[src/rtl/i2c_rs_pkg.sv]
package i2c_rs_pkg;

  // Phases of the repeated-start sequence
  typedef enum logic [2:0] {
    RS_IDLE     = 3'd0,
    RS_PULL_SCL = 3'd1,  // SCL driven low, waiting to see it low
    RS_SDA_HI   = 3'd2,  // SDA floating high for one baud period
    RS_SDA_WAIT = 3'd3,  // period over, waiting for SDA to read high
    RS_SCL_RISE = 3'd4,  // SCL released, waiting to see it high
    RS_HOLD_HI  = 3'd5,  // both lines high for one baud period
    RS_SDA_LO   = 3'd6   // SDA driven low for one baud period
  } rs_state_e;

  localparam int CTRL_W  = 5;
  localparam int REQ_BIT = 1;

  // Clocks spent in one timed phase for a given divisor
  function automatic int phase_clocks(input int div);
    return div + 1;
  endfunction

  // Start condition on the pins: SDA high-to-low while SCL high
  function automatic logic sda_fell_high(input logic sda_now,
                                         input logic sda_prev,
                                         input logic scl_now);
    return !sda_now && sda_prev && scl_now;
  endfunction

endpackage

[src/rtl/i2c_rs_sync.sv]
module i2c_rs_sync #(
  parameter int WIDTH = 2,
  parameter int STAGES = 2,
  parameter logic [WIDTH-1:0] RST_VAL = '1
) (
  input  logic             clk,
  input  logic             rst_n,
  input  logic [WIDTH-1:0] d,
  output logic [WIDTH-1:0] q
);
  localparam int CHAIN_W = STAGES * WIDTH;

  logic [CHAIN_W-1:0] chain;

  always_ff @(posedge clk or negedge rst_n) begin
    if (!rst_n) chain <= {STAGES{RST_VAL}};
    else        chain <= {chain[CHAIN_W-WIDTH-1:0], d};
  end

  assign q = chain[CHAIN_W-1 -: WIDTH];
endmodule

[src/rtl/i2c_rs_baud.sv]
module i2c_rs_baud #(
  parameter int DIV_W = 7
) (
  input  logic             clk,
  input  logic             rst_n,
  input  logic             load,
  input  logic [DIV_W-1:0] div,
  output logic             tick
);
  logic [DIV_W-1:0] cnt;
  logic             run;

  always_ff @(posedge clk or negedge rst_n) begin
    if (!rst_n) begin
      cnt <= '0;
      run <= 1'b0;
    end else if (load) begin
      cnt <= div;
      run <= 1'b1;
    end else if (run) begin
      if (cnt == '0) run <= 1'b0;
      else           cnt <= cnt - 1'b1;
    end
  end

  assign tick = run && (cnt == '0);


  tick_single_chk: assert property (@(posedge clk) disable iff (!rst_n)
    (tick && !load) |=> !tick);


  load_wait_chk: assert property (@(posedge clk) disable iff (!rst_n)
    (load && div != '0) |=> !tick);
endmodule

[src/rtl/i2c_rs_seq.sv]
module i2c_rs_seq
  import i2c_rs_pkg::*;
(
  input  logic clk,
  input  logic rst_n,
  input  logic start_req,
  input  logic scl_s,
  input  logic sda_s,
  input  logic tick,
  output logic cnt_load,
  output logic scl_oe,
  output logic sda_oe,
  output logic busy,
  output logic done,
  output logic coll
);
  rs_state_e state, state_nx;
  logic      scl_oe_nx, sda_oe_nx;

  always_comb begin
    state_nx  = state;
    scl_oe_nx = scl_oe;
    sda_oe_nx = sda_oe;
    cnt_load  = 1'b0;
    done      = 1'b0;
    coll      = 1'b0;
    unique case (state)
      RS_IDLE: begin
        if (start_req) begin
          state_nx  = RS_PULL_SCL;
          scl_oe_nx = 1'b1;
          sda_oe_nx = 1'b0;
        end
      end
      RS_PULL_SCL: begin
        if (!scl_s) begin
          cnt_load = 1'b1;
          state_nx = RS_SDA_HI;
        end
      end
      RS_SDA_HI: begin
        if (tick) begin
          if (sda_s) begin
            scl_oe_nx = 1'b0;
            state_nx  = RS_SCL_RISE;
          end else begin
            state_nx  = RS_SDA_WAIT;
          end
        end
      end
      RS_SDA_WAIT: begin
        if (sda_s) begin
          scl_oe_nx = 1'b0;
          state_nx  = RS_SCL_RISE;
        end
      end
      RS_SCL_RISE: begin
        if (scl_s) begin
          if (!sda_s) begin
            coll = 1'b1;
          end else begin
            cnt_load = 1'b1;
            state_nx = RS_HOLD_HI;
          end
        end
      end
      RS_HOLD_HI: begin
        if (!scl_s) begin
          coll = 1'b1;
        end else if (tick) begin
          cnt_load  = 1'b1;
          sda_oe_nx = 1'b1;
          state_nx  = RS_SDA_LO;
        end
      end
      RS_SDA_LO: begin
        if (tick) begin
          done     = 1'b1;
          state_nx = RS_IDLE;
        end
      end
      default: state_nx = RS_IDLE;
    endcase
    if (coll) begin
      state_nx  = RS_IDLE;
      scl_oe_nx = 1'b0;
      sda_oe_nx = 1'b0;
    end
  end

  always_ff @(posedge clk or negedge rst_n) begin
    if (!rst_n) begin
      state  <= RS_IDLE;
      scl_oe <= 1'b0;
      sda_oe <= 1'b0;
    end else begin
      state  <= state_nx;
      scl_oe <= scl_oe_nx;
      sda_oe <= sda_oe_nx;
    end
  end

  assign busy = (state != RS_IDLE);


  sda_pull_scl_free_chk: assert property (@(posedge clk) disable iff (!rst_n)
    $rose(sda_oe) |-> (!scl_oe && scl_s));


  scl_free_needs_sda_chk: assert property (@(posedge clk) disable iff (!rst_n)
    ($fell(scl_oe) && busy) |-> $past(sda_s));


  coll_release_chk: assert property (@(posedge clk) disable iff (!rst_n)
    coll |=> (!scl_oe && !sda_oe && !busy));


  done_sda_held_chk: assert property (@(posedge clk) disable iff (!rst_n)
    done |=> (sda_oe && !scl_oe && !busy));


  hold_scl_drop_chk: assert property (@(posedge clk) disable iff (!rst_n)
    (state == RS_HOLD_HI && !scl_s) |-> coll);
endmodule

[src/rtl/i2c_rs_regs.sv]
module i2c_rs_regs
  import i2c_rs_pkg::*;
#(
  parameter int BUF_W = 8
) (
  input  logic              clk,
  input  logic              rst_n,
  input  logic              ctrl_wr,
  input  logic [CTRL_W-1:0] ctrl_wdata,
  input  logic              buf_wr,
  input  logic [BUF_W-1:0]  buf_wdata,
  input  logic              flag_clr,
  input  logic              xfer_busy,
  input  logic              busy,
  input  logic              done,
  input  logic              coll,
  input  logic              scl_s,
  input  logic              sda_s,
  output logic              start_req,
  output logic [CTRL_W-1:0] ctrl_q,
  output logic [BUF_W-1:0]  buf_q,
  output logic              start_seen,
  output logic              irq,
  output logic              bcol,
  output logic              wcol
);
  logic sda_prev;
  logic start_ev;
  logic wcol_ev;

  assign start_req = ctrl_wr && ctrl_wdata[REQ_BIT] && !busy && !xfer_busy;
  assign wcol_ev   = buf_wr && busy;

  for (genvar b = 0; b < CTRL_W; b++) begin : g_ctrl
    if (b == REQ_BIT) begin : g_req
      assign ctrl_q[b] = busy;
    end else begin : g_plain
      logic bit_q;
      always_ff @(posedge clk or negedge rst_n) begin
        if (!rst_n)                bit_q <= 1'b0;
        else if (ctrl_wr && !busy) bit_q <= ctrl_wdata[b];
      end
      assign ctrl_q[b] = bit_q;
    end
  end

  always_ff @(posedge clk or negedge rst_n) begin
    if (!rst_n)               buf_q <= '0;
    else if (buf_wr && !busy) buf_q <= buf_wdata;
  end

  always_ff @(posedge clk or negedge rst_n) begin
    if (!rst_n) sda_prev <= 1'b1;
    else        sda_prev <= sda_s;
  end

  assign start_ev = sda_fell_high(sda_s, sda_prev, scl_s);

  always_ff @(posedge clk or negedge rst_n) begin
    if (!rst_n) begin
      start_seen <= 1'b0;
      irq        <= 1'b0;
      bcol       <= 1'b0;
      wcol       <= 1'b0;
    end else begin
      start_seen <= start_ev || (start_seen && !flag_clr);
      irq        <= done     || (irq && !flag_clr);
      bcol       <= coll     || (bcol && !flag_clr);
      wcol       <= wcol_ev  || (wcol && !flag_clr);
    end
  end


  buf_guard_chk: assert property (@(posedge clk) disable iff (!rst_n)
    (buf_wr && busy) |=> ($stable(buf_q) && wcol));


  ctrl_guard_chk: assert property (@(posedge clk) disable iff (!rst_n)
    (ctrl_wr && busy && !done && !coll) |=> $stable(ctrl_q));


  xfer_refuse_chk: assert property (@(posedge clk) disable iff (!rst_n)
    (ctrl_wr && xfer_busy && !busy) |=> !ctrl_q[REQ_BIT]);


  flag_clear_chk: assert property (@(posedge clk) disable iff (!rst_n)
    (flag_clr && !done && !coll) |=> (!irq && !bcol));
endmodule

[src/rtl/i2c_rstart_gen.sv]
module i2c_rstart_gen
  import i2c_rs_pkg::*;
#(
  parameter int DIV_W = 7,
  parameter int BUF_W = 8,
  parameter int SYNC_STAGES = 2
) (
  input  logic              clk,
  input  logic              rst_n,
  input  logic [DIV_W-1:0]  divisor,
  input  logic              xfer_busy,
  input  logic              ctrl_wr,
  input  logic [CTRL_W-1:0] ctrl_wdata,
  output logic [CTRL_W-1:0] ctrl_q,
  input  logic              buf_wr,
  input  logic [BUF_W-1:0]  buf_wdata,
  output logic [BUF_W-1:0]  buf_q,
  input  logic              flag_clr,
  input  logic              scl_i,
  input  logic              sda_i,
  output logic              scl_oe,
  output logic              sda_oe,
  output logic              start_seen,
  output logic              irq,
  output logic              bcol,
  output logic              wcol
);
  logic scl_s, sda_s;
  logic start_req, busy, done, coll;
  logic cnt_load, tick;

  i2c_rs_sync #(.WIDTH(2), .STAGES(SYNC_STAGES), .RST_VAL(2'b11)) u_sync (
    .clk  (clk),
    .rst_n(rst_n),
    .d    ({scl_i, sda_i}),
    .q    ({scl_s, sda_s})
  );

  i2c_rs_baud #(.DIV_W(DIV_W)) u_baud (
    .clk  (clk),
    .rst_n(rst_n),
    .load (cnt_load),
    .div  (divisor),
    .tick (tick)
  );

  i2c_rs_seq u_seq (
    .clk      (clk),
    .rst_n    (rst_n),
    .start_req(start_req),
    .scl_s    (scl_s),
    .sda_s    (sda_s),
    .tick     (tick),
    .cnt_load (cnt_load),
    .scl_oe   (scl_oe),
    .sda_oe   (sda_oe),
    .busy     (busy),
    .done     (done),
    .coll     (coll)
  );

  i2c_rs_regs #(.BUF_W(BUF_W)) u_regs (
    .clk       (clk),
    .rst_n     (rst_n),
    .ctrl_wr   (ctrl_wr),
    .ctrl_wdata(ctrl_wdata),
    .buf_wr    (buf_wr),
    .buf_wdata (buf_wdata),
    .flag_clr  (flag_clr),
    .xfer_busy (xfer_busy),
    .busy      (busy),
    .done      (done),
    .coll      (coll),
    .scl_s     (scl_s),
    .sda_s     (sda_s),
    .start_req (start_req),
    .ctrl_q    (ctrl_q),
    .buf_q     (buf_q),
    .start_seen(start_seen),
    .irq       (irq),
    .bcol      (bcol),
    .wcol      (wcol)
  );


  start_not_on_coll_chk: assert property (@(posedge clk) disable iff (!rst_n)
    coll |-> !sda_oe);
endmodule

[config.mk]
export PLATFORM = sky130hd
export DESIGN_NAME = i2c_rstart_gen
export DESIGN_NICKNAME = d
export VERILOG_FILES = /design/src/rtl/i2c_rs_pkg.sv /design/src/rtl/i2c_rs_sync.sv /design/src/rtl/i2c_rs_baud.sv /design/src/rtl/i2c_rs_seq.sv /design/src/rtl/i2c_rs_regs.sv /design/src/rtl/i2c_rstart_gen.sv
export SDC_FILE = /design/constraint.sdc
export NUM_CORES = 1
export LEC_CHECK = 0
export BUFFER_PORTS_ARGS = -buffer_cell sky130_fd_sc_hd__buf_2
export CORE_ASPECT_RATIO = 1.5
export CORE_MARGIN = 5
export CORE_UTILIZATION = 46
export CTS_BUF_LIST = sky130_fd_sc_hd__clkbuf_4 sky130_fd_sc_hd__clkbuf_8
export DETAILED_ROUTE_END_ITERATION = 10
export PLACE_DENSITY = 0.71
export SYNTH_ARGS = -nofsm -noshare
export SYNTH_HDL_FRONTEND = slang
export SYNTH_SLANG_ARGS = --single-unit
[constraint.sdc]
create_clock -name clk -period 4.6 [get_ports clk]
set_clock_uncertainty 0.15 [all_clocks]
set_input_delay 0.92 -clock clk [delete_from_list [all_inputs] [get_ports clk]]
set_output_delay 0.92 -clock clk [all_outputs]
set_load 0.02 [all_outputs]
== Word level (Yosys, flattened, before mapping) ==
Index checks and enable logic that the tools add are counted.
W data, S select, Z words.

* $add $sub $neg: 1
* $mul: 0
* Div/mod/pow operators: 0
* Magnitude comparators: 0
* Eq/ne operators: 16
* Shifts and indexed selects: 0
* Muxes and demuxes: 38
* Bitwise logic cells: 0
* Reduce and logical (&&, ||, !) cells: 31

{| class="wikitable"
|+ Operators with widths
! operator !! number
|-
| $mux W3 || 11
|-
| $ne A3 B2 Y1 const B || 9
|-
| $mux W7 || 3
|-
| $pmux W3 S7 || 1
|-
| $mux W1 || 19
|-
| $logic_and A1 B1 Y1 || 13
|-
| $eq A3 B3 Y1 const B || 3
|-
| $reduce_and A9 Y1 || 1
|-
| $logic_not A7 Y1 || 1
|-
| $sub A7 B1 Y7 const B || 1
|-
| $eq A3 B2 Y1 const B || 2
|-
| $pmux W1 S3 || 2
|-
| $reduce_bool A3 Y1 || 2
|-
| $logic_not A1 Y1 || 4
|-
| $logic_or A1 B1 Y1 || 4
|-
| $pmux W1 S2 || 2
|-
| $reduce_and A4 Y1 || 1
|-
| $reduce_bool A4 Y1 || 1
|-
| $eq A3 B1 Y1 const B || 1
|-
| $logic_not A3 Y1 || 1
|-
| $reduce_and A3 Y1 || 1
|-
| $ne A2 B2 Y1 const B || 1
|-
| $reduce_and A2 Y1 || 1
|-
| $reduce_bool A2 Y1 || 1
|}

* Register bits after elaboration: 34
* Bits in latches: 0
* RAM bits: 0
* Bits in read-only memories: 0
* Input port bits: 28
* Word-level logic and storage cells: 102
* Memories: 0

== Longest topological paths before layout ==
Gate-level depths: netlist of run 1.

* Word-level depth: 7
* Gate-level depth with buffers: 7
* Mapped depth without buffers: 7

== By module ==
Synthesis of run 1 repeated with hierarchy kept, for this count alone.

* Cell total of the unflattened synthesis: 151
* Area, all modules: 1706.6 um^2

{| class="wikitable"
|+ Modules (own cells, without submodules)
! module !! instances !! cells each !! area an instance (um^2)
|-
| i2c_rs_regs || 1 || 44 || 704.4
|-
| i2c_rs_baud || 1 || 56 || 510.5
|-
| i2c_rs_seq || 1 || 45 || 371.6
|-
| i2c_rs_sync || 1 || 6 || 120.1
|}

== Least setup slack after synthesis of run 1 ==
OpenSTA, ideal clock, no wires.

* Kind: input port to flip-flop
* From: input port xfer_busy
* To: register u_seq.state[0]
* Data arrival time: 1.858 ns
* Setup slack: 2.464 ns
* Stages on the path: 5
* Buffers on the path: 0
* Path through: nand3b_1 -> a32oi_1 -> o21ai_0 -> a21oi_2 -> mux2_1

* Cells in the longest elaborated chain, start to end: 4

{| class="wikitable"
|+ RTL lines
! what !! line !! RTL
|-
| start: declaration || i2c_rstart_gen.sv:11 || <nowiki>input logic xfer_busy,</nowiki>
|-
| $logic_not A1 Y1 || i2c_rs_regs.sv:31 || <nowiki>assign start_req = ctrl_wr && ctrl_wdata[REQ_BIT] && !busy && !xfer_busy;</nowiki>
|-
| $logic_and A1 B1 Y1 || i2c_rs_regs.sv:31 ||
|-
| $ne A3 B2 Y1 (no source line) || -- ||
|-
| $reduce_and A9 Y1 (no source line) || -- ||
|-
| end signal: assignment || i2c_rs_seq.sv:97 || <nowiki>state <= state_nx;</nowiki>
|-
| end: declaration || i2c_rs_seq.sv:17 || <nowiki>rs_state_e state, state_nx;</nowiki>
|}

No other way between the ends.
A chain may end at the register's enable or synchronous reset.

== Worst setup path in the final report of run 1 ==
* From: register u_seq.state[2]
* To: output port ctrl_q[1]

* Cells in the longest elaborated chain, start to end: 1

{| class="wikitable"
|+ RTL lines
! what !! line !! RTL
|-
| $reduce_bool A3 Y1 || i2c_rs_seq.sv:103 || <nowiki>assign busy = (state != RS_IDLE);</nowiki>
|-
| end: declaration || i2c_rstart_gen.sv:14 || <nowiki>output logic [CTRL_W-1:0] ctrl_q,</nowiki>
|}

No other way between the ends.

==> flow_metrics.tcl, run 1 <==
set metrics [dict create \
    grt_usage 0.1565 \
    grt_overflow 0 \
    gp_congestion 0.7202 \
    cp-end-kind "output port" \
    nFillCells 370 \
    antenna_left 0 \
    p_sw_frac 0.4001 \
    p_int_w 0.0009026 \
    vias 1326 \
    finalMaxSlewViolations 0 \
    worst_slew_pin_slew_ps 755.6 \
    hold_path_class "flip-flop to flip-flop" \
    placed_area_um2 2014 \
    die_w_um 61.21 \
    cts_hold_buffers 0 \
    syn_to_final_growth_pct 17.63 \
    grt_pass1_vias 1339 \
    clock_power_share 0.181 \
    whs_ps 208.0 \
    status "finished clean" \
    yosysMostFrequentCell "dfrtp_1" \
    antenna_found_initial 0 \
    grt_max_degree 35 \
    ys_top_cells_by_count "29 x dfrtp_1, 15 x inv_1, 12 x mux2_2" \
    period_needed_ps 2715 \
    max_cap_violations 0 \
    hold_viol_final 0 \
    nNetsFinal 239 \
    drive_gt1_frac 0.3952 \
    postCtsSetupBuffers 0 \
    finalInstanceArea_um2 2128 \
    synth_top_area_share 0.4011 \
    ir_worst_vdd_uv 379.9 \
    criticalPathCategory "flip-flop to output port" \
    synth.distinct_cells 41 \
    synthCells 168 \
    synth-async-reset-ratio 1.000 \
    syn_nets 198 \
    cp.arrival_ps 1640 \
    cts_sinks 34 \
    syn_area_um2 1809 \
    place_hpwl_um 2710 \
    dieHeight_um 86.81 \
    cts_inserted_buffers 5 \
    finalSetupViolCount 0 \
    start_util 0.4653 \
    critPathMaxFanout 19 \
    ios 47 \
    place.port_buffers 46 \
    syn_avg_cell_area_um2 10.77 \
    htree_levels 2 \
    cp.required_ps 3530 \
    combinationalPowerShare 0.437 \
    drtIter0Drc 31 \
    clock_latency_ps 280 \
    diodes 0 \
    seq_power_share 0.382 \
    fmaxAchievable_mhz 368.4 \
    wl_per_cell_um 14.33 \
    synth_area_leader_cell "dfrtp_1" \
    slew_headroom 0.4963 \
    coreArea_um2 3889 \
    yosysWarnings 0 \
    rsz0062_at_grt "false" \
    cp-start-kind "flip-flop" \
    synth_edf_count 0 \
    grt_pass1_wl_um 6216 \
    p_leak_nw 0.9767 \
    drtPass1Iterations 4 \
    setup_tns_ps 0 \
    cts_max_path_buffers 2 \
    regArea_um2 857.1 \
    synth_flop_cell "dfrtp_1" \
    viasPerCell 5.200 \
    fin_cells 255 \
    finalWirelength_um 3653 \
    place_inst 247 \
    dieArea_um2 5313 \
    multiInputGateArea_um2 814.5 \
    powerDensity_nw_per_um2 706.9 \
    fp-row-count 28 \
    cts-resized-gates 0 \
    ys_top_cells_by_area "dfrtp_1 40%, mux2_2 7.5%, dfstp_2 7.3%, inv_1 3.1%, a21oi_1 3.0%" \
    fin_crit_sh 0.5902 \
    power.switching_w 0.0006019 \
    yosysSeqAreaShare 0.4737 \
    cts.clk_slew.worst_paths_ps 70 \
    drc 0 \
    synth_seq_cells 34 \
    clockRootBuffer "clkbuf_8" \
    cts_tree "done" \
]
==> worst paths after layout <==
kind / start / to / slack [ps] / depth (start not counted)
max reg2reg: u_baud.cnt[2] / u_baud.cnt[1] / 2290 / 5
min reg2reg: u_sync.chain[0] / u_sync.chain[2] / 210 / 0
max in group asynchronous: rst_n / u_baud.cnt[1] / 3260 / 1
min: u_sync.chain[0] / u_sync.chain[2] / 210 / 0
max: u_seq.state[2] / ctrl_q[1] / 1890 / 3
min in group asynchronous: rst_n / u_regs.g_ctrl[4].g_plain.bit_q / 550 / 1
==> critical path: stages, from the launching register on <==
cell,delay (ps)
dfrtp_1,590
nor3_1,470
inv_1,120
buf_2,180
==> placed cells by master (no fill, tap or decap), types with 2 or more instances in the layout <==
master      Yosys  layout
nor2_1         10      10
mux2_4          3       3
mux2_1          2       2
a32oi_1         2       2
clkbuf_8        0       5
nor2b_1         5       5
nand2b_1        2       2
mux2_2         12      12
dfrtp_1        29      29
ha_1            2       2
dfstp_2         5       5
o22ai_1         3       3
nand3b_1        4       4
mux2i_1         5       5
buf_2           0      46
inv_1          15      15
nor3_1          9       9
nor4_1          2       2
nand2_1        10      10
o21ai_0         7       7
a21oi_1        11      11
clkinvlp_4      0       2
==> flip-flops by register name, indices dropped and copies added, names as in the netlist <==
| signal | cells |
|---|---|
| u_baud.run | 1 |
| u_seq.scl_oe | 1 |
| u_seq.state | 3 |
| u_regs.buf_q | 8 |
| u_regs.wcol | 1 |
| u_regs.sda_prev | 1 |
| u_regs.g_ctrl.g_plain.bit_q | 4 |
| u_regs.bcol | 1 |
| u_regs.start_seen | 1 |
| u_regs.irq | 1 |
| u_seq.sda_oe | 1 |
| u_baud.cnt | 7 |
| u_sync.chain | 4 |
==> final cells by class <==
| class | count | area share |
|---|---|---|
| flip-flops and latches | 34 | 0.4027 |
| inverters | 15 | 0.02646 |
| multi-input cells | 107 | 0.3827 |
| well taps | 45 | 0.02646 |
| repair buffers | 46 | 0.1082 |
| clock inverters | 3 | 0.02116 |
| clock buffers | 5 | 0.03233 |
==> metrics by stage <==
step	total power [W]	setup WS [ps]	utilization
6_report	0.001505	1885	0.5473
5_1_grt	0.001610	1718	0.5473
4_1_cts	0.001520	1862	0.5473
3_5_place_dp	0.001239	2181	0.5180
3_3_place_gp	0.001222	2213	0.5180
2_1_floorplan	0.001112	2464	-
==> per-layer routing <==
layer,vias up,GRT usage,share of wire
met4,0,0.04734,0.0088
met3,4,0.04024,0.037
li1,664,-,-
met5,-,0,0
met2,24,0.2813,0.58
met1,634,0.1736,0.37
==> power by group through the flow <==
stage	combinational, W	sequential, W	clock, W
after CTS	0.000667	0.000573	0.000281
after global routing	0.000722	0.000595	0.000292
final	0.000658	0.000575	0.000272
after detailed placement	0.000660	0.000578	0
after global placement	0.000646	0.000576	0
after floorplan	0.000540	0.000571	0
==> logic make-up after synthesis <==
kind of cell             share of synthesized area
AO/OA/AOI/OAI                               0.1134
XOR/XNOR                                  0.004842
adder cells (fa/ha/maj)                    0.01383
buffers and inverters                      0.07607
flip-flops                                  0.4737
multiplexers                                0.1397
AND/OR/NAND/NOR                             0.1784
No activity file was read; power rests on OpenSTA's default activity.
==> run 2: changes to the inputs <==
--- a/config.mk
+++ b/config.mk
@@ -5,6 +5,7 @@
 export SDC_FILE = /design/constraint.sdc
 export NUM_CORES = 1
 export LEC_CHECK = 0
+export ABC_AREA = 1
 export BUFFER_PORTS_ARGS = -buffer_cell sky130_fd_sc_hd__buf_2
 export CORE_ASPECT_RATIO = 1.5
 export CORE_MARGIN = 5
==> constraint.sdc (replaced) <==
create_clock -name clk -period 2.7 [get_ports clk]
set_clock_uncertainty 0.15 [all_clocks]
set_input_delay 0.54 -clock clk [delete_from_list [all_inputs] [get_ports clk]]
set_output_delay 0.54 -clock clk [all_outputs]
set_load 0.02 [all_outputs]
==> run 2 against run 1 <==
  * Synthesized area is 2.2% higher
  * Final cell count is 14% higher
  * Clock power is 45% higher
  * Synthesized cell count is 20% higher
  * Utilization is 0.085 points higher
  * Power is 73% higher
  * Routed wire length is 5.6% higher
  * Register-to-register slack worse by 1600 ps
  * Global-route usage is 0.20 points higher
  * Sequential cell count stayed put
  * Critical path depth is 8 higher
  * Non-clock buffer count stayed put
  * Largest cell class unchanged
  * Highest routed layer unchanged
==> flow_metrics.tcl, run 2 <==
set metrics [dict create \
    cts.clk_slew.worst_paths_ps 70 \
    synth_edf_count 0 \
    finalSetupViolCount 0 \
    placed_area_um2 2056 \
    cp.required_ps 2730 \
    ir_worst_vdd_uv 702.5 \
    whs_ps 164.9 \
    slew_headroom 0.5061 \
    clockRootBuffer "clkbuf_8" \
    period_needed_ps 2018 \
    synth_flop_cell "dfrtp_1" \
    die_w_um 61.77 \
    met2_usage 0.2860 \
    largest_reg_flops 8 \
    synth-async-reset-ratio 1.000 \
    met3_usage 0.03835 \
    worst_slack_ps 681.9 \
    cp.arrival_ps 2040 \
    worstSetupStartpoint "u_baud.cnt[0]" \
    cp-end-kind "flip-flop" \
    cp-start-kind "flip-flop" \
    fin_crit_sh 0.7475 \
    htree_levels 2 \
    critPathMaxStageDelay_ps 390 \
    syn_to_final_growth_pct 16.31 \
    reg2reg_from "u_baud.cnt[0]" \
    place_hpwl_um 3003 \
    critPathMaxFanout 14 \
    yosysMostFrequentCell "nand2_1" \
    place_ws_ps 676.9 \
    fmaxAchievable_mhz 495.5 \
    grt_usage 0.1585 \
    fp-row-count 28 \
    drtIter0Drc 101 \
    top_usage_layer "met2" \
    cts_inserted_buffers 5 \
    start_util 0.4713 \
    crit_slowest_cell "dfrtp_1" \
    p_total_w 0.002609 \
    clock_latency_ps 280 \
    finalMaxSlewViolations 0 \
    finalWirelength_um 3859 \
    rsz0062_at_grt "false" \
    cts-resized-gates 0 \
    dieHeight_um 87.66 \
    coreArea_um2 3924 \
    drtPass1Iterations 4 \
    powerDensity_nw_per_um2 1213 \
    cts_sinks 34 \
    antenna_found_initial 0 \
    status "finished clean" \
    top_register "u_regs.buf_q" \
    worst_slew_pin_slew_ps 740.9 \
    ys_top_cells_by_count "37 x nand2_1, 29 x dfrtp_1, 26 x nand3_1" \
    diodes 0 \
    grt_max_degree 35 \
    largestRegisters "u_regs.buf_q (8), u_baud.cnt (7)" \
    hold_viol_final 0 \
    yosysWarnings 0 \
    gp_congestion 0.8353 \
    synth.distinct_cells 30 \
    place.port_buffers 46 \
    synth_area_leader_cell "dfrtp_1" \
    criticalPathCategory "flip-flop to flip-flop" \
    final_common_cell "buf_2" \
    yosysSeqAreaShare 0.4635 \
    max_cap_violations 0 \
    drc 0 \
    cts_max_path_buffers 2 \
    nNetsFinal 275 \
    synth_seq_cells 34 \
    grt_use_met1 0.1671 \
    synthCells 202 \
    crit_chain "inv_1 -> ha_1 -> inv_1 -> nor2_1 -> nand4_4 -> nand2_2 -> nand2_2 -> nand2_2 -> nand2_1 -> nand2_1 -> nand2_1" \
    viasPerCell 5.278 \
    synth_top_area_share 0.3924 \
    cts_tree "done" \
    setup_tns_ps 0 \
    grt_pass1_wl_um 6506 \
    dieArea_um2 5414 \
    syn_nets 232 \
    grt_overflow 0 \
    syn_avg_cell_area_um2 9.155 \
    grt_pass1_vias 1568 \
    antenna_left 0 \
    layout_common_cells "46 x buf_2, 37 x nand2_1, 29 x dfrtp_1" \
    ios 47 \
    vias 1536 \
    syn_area_um2 1849 \
    hold_path_class "input pin to asynchronous set/reset pin" \
    drive_gt1_frac 0.3780 \
    finalInstanceArea_um2 2151 \
    p_leak_nw 1.119 \
    postCtsSetupBuffers 0 \
    wl_per_cell_um 13.26 \
    ys_top_cells_by_area "dfrtp_1 39%, nand2_1 7.5%, dfstp_2 7.1%, nand3_1 7.0%, mux2_4 6.5%" \
    cts_hold_buffers 0 \
]
## run 2: cell count changes in the layout (fill, tap and decap cells not counted), moves of 5 or more
cell / before / now
mux2_2: 12 / 4
inv_2: 0 / 5
nor2b_1: 5 / 0
mux2i_1: 5 / 0
nand2_1: 10 / 37
nand3_1: 0 / 26
nor3_1: 9 / 3
a21oi_1: 11 / 5
nand2_2: 0 / 5
mux2_4: 3 / 8
nand4_1: 0 / 11
## run 2: cell type report
type / count / area, µm²
sequential: 34 / 857.1
clock buffer: 7 / 90.09
tap: 45 / 56.30
inverter: 21 / 78.83
timing repair buffer: 46 / 230.2
clock inverter: 1 / 5.005
multi-input combinational: 137 / 833.3
fill: 391 / 1773
## run 2: critical path, delay by kind of cell (launching register included)
kind / cells / cell delay (ps)
flip-flops: 1 / 390
adder cells (fa/ha/maj): 1 / 170
AND/OR/NAND/NOR: 8 / 1000
buffers and inverters: 2 / 190
## run 2: logic make-up (layout without fill, tap and decap cells)
kind of cell               after synthesis  in the layout  share of synthesized area
and+or+nand+nor                        106            106                     0.2862
DFF                                     34             34                     0.4635
buffers and inverters                   31             75                    0.08593
AOI/OAI and AO/OA                       14             14                    0.04736
muxes                                   12             12                    0.08931
xor gates and xnor gates                 3              3                    0.01421
adders and majority gates                2              2                    0.01353
## run 2: report_power, final
group	internal, W	switching, W	total, W
Combinational	0.000532	0.000780	0.00131
Clock	0.000216	0.000178	0.000394
Sequential	0.000718	0.000185	0.000903
## run 2: final timing paths
path,to,slack [ps],depth (start not counted)
worst min register to register,u_sync.chain[3],210,0
worst min-delay path,u_regs.buf_q[0],160,1
min in group clk,u_sync.chain[0],210,1
max in group asynchronous,u_regs.g_ctrl[3].g_plain.bit_q,1760,1
worst max-delay path,u_baud.cnt[3],680,11
worst max register to register,u_baud.cnt[3],680,11
## run 2: layer usage
layer / routed length, µm / share of wire
met1: 1444 / 0.37
met5: 0 / 0
met2: 2059 / 0.53
met4: 112 / 0.029
met3: 242 / 0.063
## run 2: metrics by stage
stage          utilization  instances
2_1_floorplan            -        202
3_3_place_gp        0.5239        283
3_5_place_dp        0.5239        283
4_1_cts             0.5482        291
5_1_grt             0.5482        291
6_report            0.5482        291
==> run 3: changes to the inputs <==
--- a/config.mk
+++ b/config.mk
@@ -5,14 +5,14 @@
 export SDC_FILE = /design/constraint.sdc
 export NUM_CORES = 1
 export LEC_CHECK = 0
-export ABC_AREA = 1
+export ABC_AREA = 0
 export BUFFER_PORTS_ARGS = -buffer_cell sky130_fd_sc_hd__buf_2
 export CORE_ASPECT_RATIO = 1.5
 export CORE_MARGIN = 5
 export CORE_UTILIZATION = 46
 export CTS_BUF_LIST = sky130_fd_sc_hd__clkbuf_4 sky130_fd_sc_hd__clkbuf_8
 export DETAILED_ROUTE_END_ITERATION = 10
-export PLACE_DENSITY = 0.71
+export PLACE_DENSITY = 0.74
 export SYNTH_ARGS = -nofsm -noshare
 export SYNTH_HDL_FRONTEND = slang
 export SYNTH_SLANG_ARGS = --single-unit
==> constraint.sdc (replaced) <==
create_clock -name clk -period 1.8 [get_ports clk]
set_clock_uncertainty 0.15 [all_clocks]
set_input_delay 0.36 -clock clk [delete_from_list [all_inputs] [get_ports clk]]
set_output_delay 0.36 -clock clk [all_outputs]
set_load 0.02 [all_outputs]
==> run 3 against run 2 <==
  * The run now ends with setup timing left
  * Sequential power increased by 46%
  * Die area decreased by 1.9%
  * Power increased by 79%
  * Critical path type unchanged
  * Largest cell class is now multi-input gates
  * Largest power group unchanged
==> flow_metrics.tcl, run 3 (synthesized netlist as in run 1, its figures left out) <==
set metrics [dict create \
    whs_endpoint "u_sync.chain[1]" \
    powerDensity_nw_per_um2 1827 \
    cp-end-kind "flip-flop" \
    place_inst 285 \
    diodes 0 \
    r2r_slack_ps -280 \
    cts_max_path_buffers 2 \
    gp_congestion 0.8468 \
    clock_latency_ps 280 \
    criticalPathCategory "flip-flop to flip-flop" \
    r2r.worst_path.cells 10 \
    grt_max_degree 35 \
    hold_path_class "input pin to flip-flop" \
    worst_slew_pin_slew_ps 493.0 \
    finalMaxSlewViolations 0 \
    cts_tree "done" \
    cp_common_cell "buf_4" \
    layout_common_cells "45 x buf_2, 41 x buf_4, 27 x dfrtp_1" \
    viasPerCell 5.260 \
    worstSetupStartpoint "u_baud.cnt[1]" \
    htree_levels 2 \
    fmaxAchievable_mhz 480.6 \
    fin_crit_sh 1.156 \
    largest_reg_flops 8 \
    p_leak_nw 1.232 \
    reg2reg_from "u_baud.cnt[1]" \
    grt_overflow 0 \
    worstReg2RegEnd "u_baud.cnt[4]" \
    cts_inserted_buffers 5 \
    finalSetupViolCount 13 \
    die_w_um 61.21 \
    final_common_cell "buf_2" \
    rsz0062_at_grt "true" \
    antenna_found_initial 0 \
    cp.required_ps 1850 \
    place.port_buffers 46 \
    nNetsFinal 284 \
    min_path_cells 1 \
    cp-start-kind "flip-flop" \
    nFillCells 301 \
    fp-row-count 28 \
    critPathBufInv 4 \
    fin_cells 300 \
    critPathMaxStageDelay_ps 450 \
    slew_headroom 0.6688 \
    period_needed_ps 2081 \
    worst_slack_ps -280.9 \
    wl_per_cell_um 14.88 \
    drc 0 \
    crit_chain "inv_2 -> buf_4 -> buf_4 -> buf_4 -> ha_2 -> nand2_1 -> or3_2 -> nor3_2 -> a21oi_1 -> mux2i_1" \
    dieHeight_um 86.81 \
    top_register "u_regs.buf_q" \
    regArea_um2 859.6 \
    grt_pass1_vias 1649 \
    critPathTopFamily "simple AND/OR/NAND/NOR gates" \
    grt_pass1_wl_um 7286 \
    syn_to_final_growth_pct 41.63 \
    place_hpwl_um 3195 \
    violations "setup timing" \
    status "finished with violations" \
    largestRegisters "u_regs.buf_q (8), u_baud.cnt (7)" \
    drive_gt1_frac 0.5647 \
    cts.clk_slew.worst_paths_ps 70 \
    cp.arrival_ps 2130 \
    cts_sinks 34 \
    vias 1578 \
    dieArea_um2 5313 \
    critPathMaxFanout 3 \
    finalWirelength_um 4463 \
    hold_viol_final 0 \
    drtPass1Iterations 4 \
    drtIter0Drc 46 \
    start_util 0.4653 \
    clockRootBuffer "clkbuf_8" \
    ir_worst_vdd_uv 1480 \
    utilization 0.6589 \
    crit_slowest_cell "or3_2" \
    antenna_left 0 \
    max_cap_violations 0 \
    min-delay-start "scl_i" \
    coreArea_um2 3889 \
    setup_tns_ps -2402 \
    multiInputGateArea_um2 900.9 \
    ios 47 \
    grt_usage 0.1813 \
]
-- run 3: stage by stage --
stage | hold WS (ps) | setup slack, ps | area, µm² | total power, W
floorplan | -85.59 | -249.0 | 1836 | 0.002884
detailed placement | 196.9 | -226.3 | 2317 | 0.003740
global placement | 195.3 | -196.4 | 2317 | 0.003672
finish | 15.75 | -280.9 | 2562 | 0.004682
global route | 1.020 | -400.1 | 2562 | 0.005015
CTS | 5.899 | -237.1 | 2504 | 0.004544
-- run 3: report_power, final --
group / internal [W] / switching [W]
Sequential: 0.00109 / 0.000224
Combinational: 0.00142 / 0.00134
Clock: 0.000315 / 0.000292
Total: 0.00283 / 0.00186
-- run 3: final cells by class --
type                    instances  area share
multi-input cells             107      0.3516
flip-flops and latches         34      0.3354
repair buffers                 91      0.2295
clock buffers                   6     0.03223
inverters                      15     0.02295
well taps                      45     0.02197
clock inverters                 2    0.006348
-- run 3: worst max path at each step --
stage                               end  depth (start not counted)  slack [ps]
after floorplan           u_baud.cnt[0]                          5        -250
after global placement    u_baud.cnt[0]                          5        -200
after detailed placement  u_baud.cnt[1]                          6        -230
after CTS                 u_baud.cnt[4]                          6        -240
after global routing      u_baud.cnt[4]                         10        -400
final                     u_baud.cnt[4]                         10        -280
-- run 3: timing repair --
action,in CTS,in global routing
pin swaps,8,5
hold endpoints to repair,29,0
hold buffers,1,0
resized for setup,14,12
endpoints found under the setup margin,15,15
buffers inserted,4,2
-- run 3: layer usage --
metal | wire length (µm) | global-route usage
met5 | 0 | 0
met4 | 59 | 0.07298
met3 | 260 | 0.05663
met2 | 2463 | 0.3131
met1 | 1679 | 0.1985
-- run 3: worst register-to-register path, stage by stage (launching register included) --
cell     delay (ps)
dfrtp_1         400
inv_2            90
buf_4           100
buf_4            90
buf_4            90
ha_2            170
nand2_1         100
or3_2           450
nor3_2          140
a21oi_1          70
mux2i_1         140
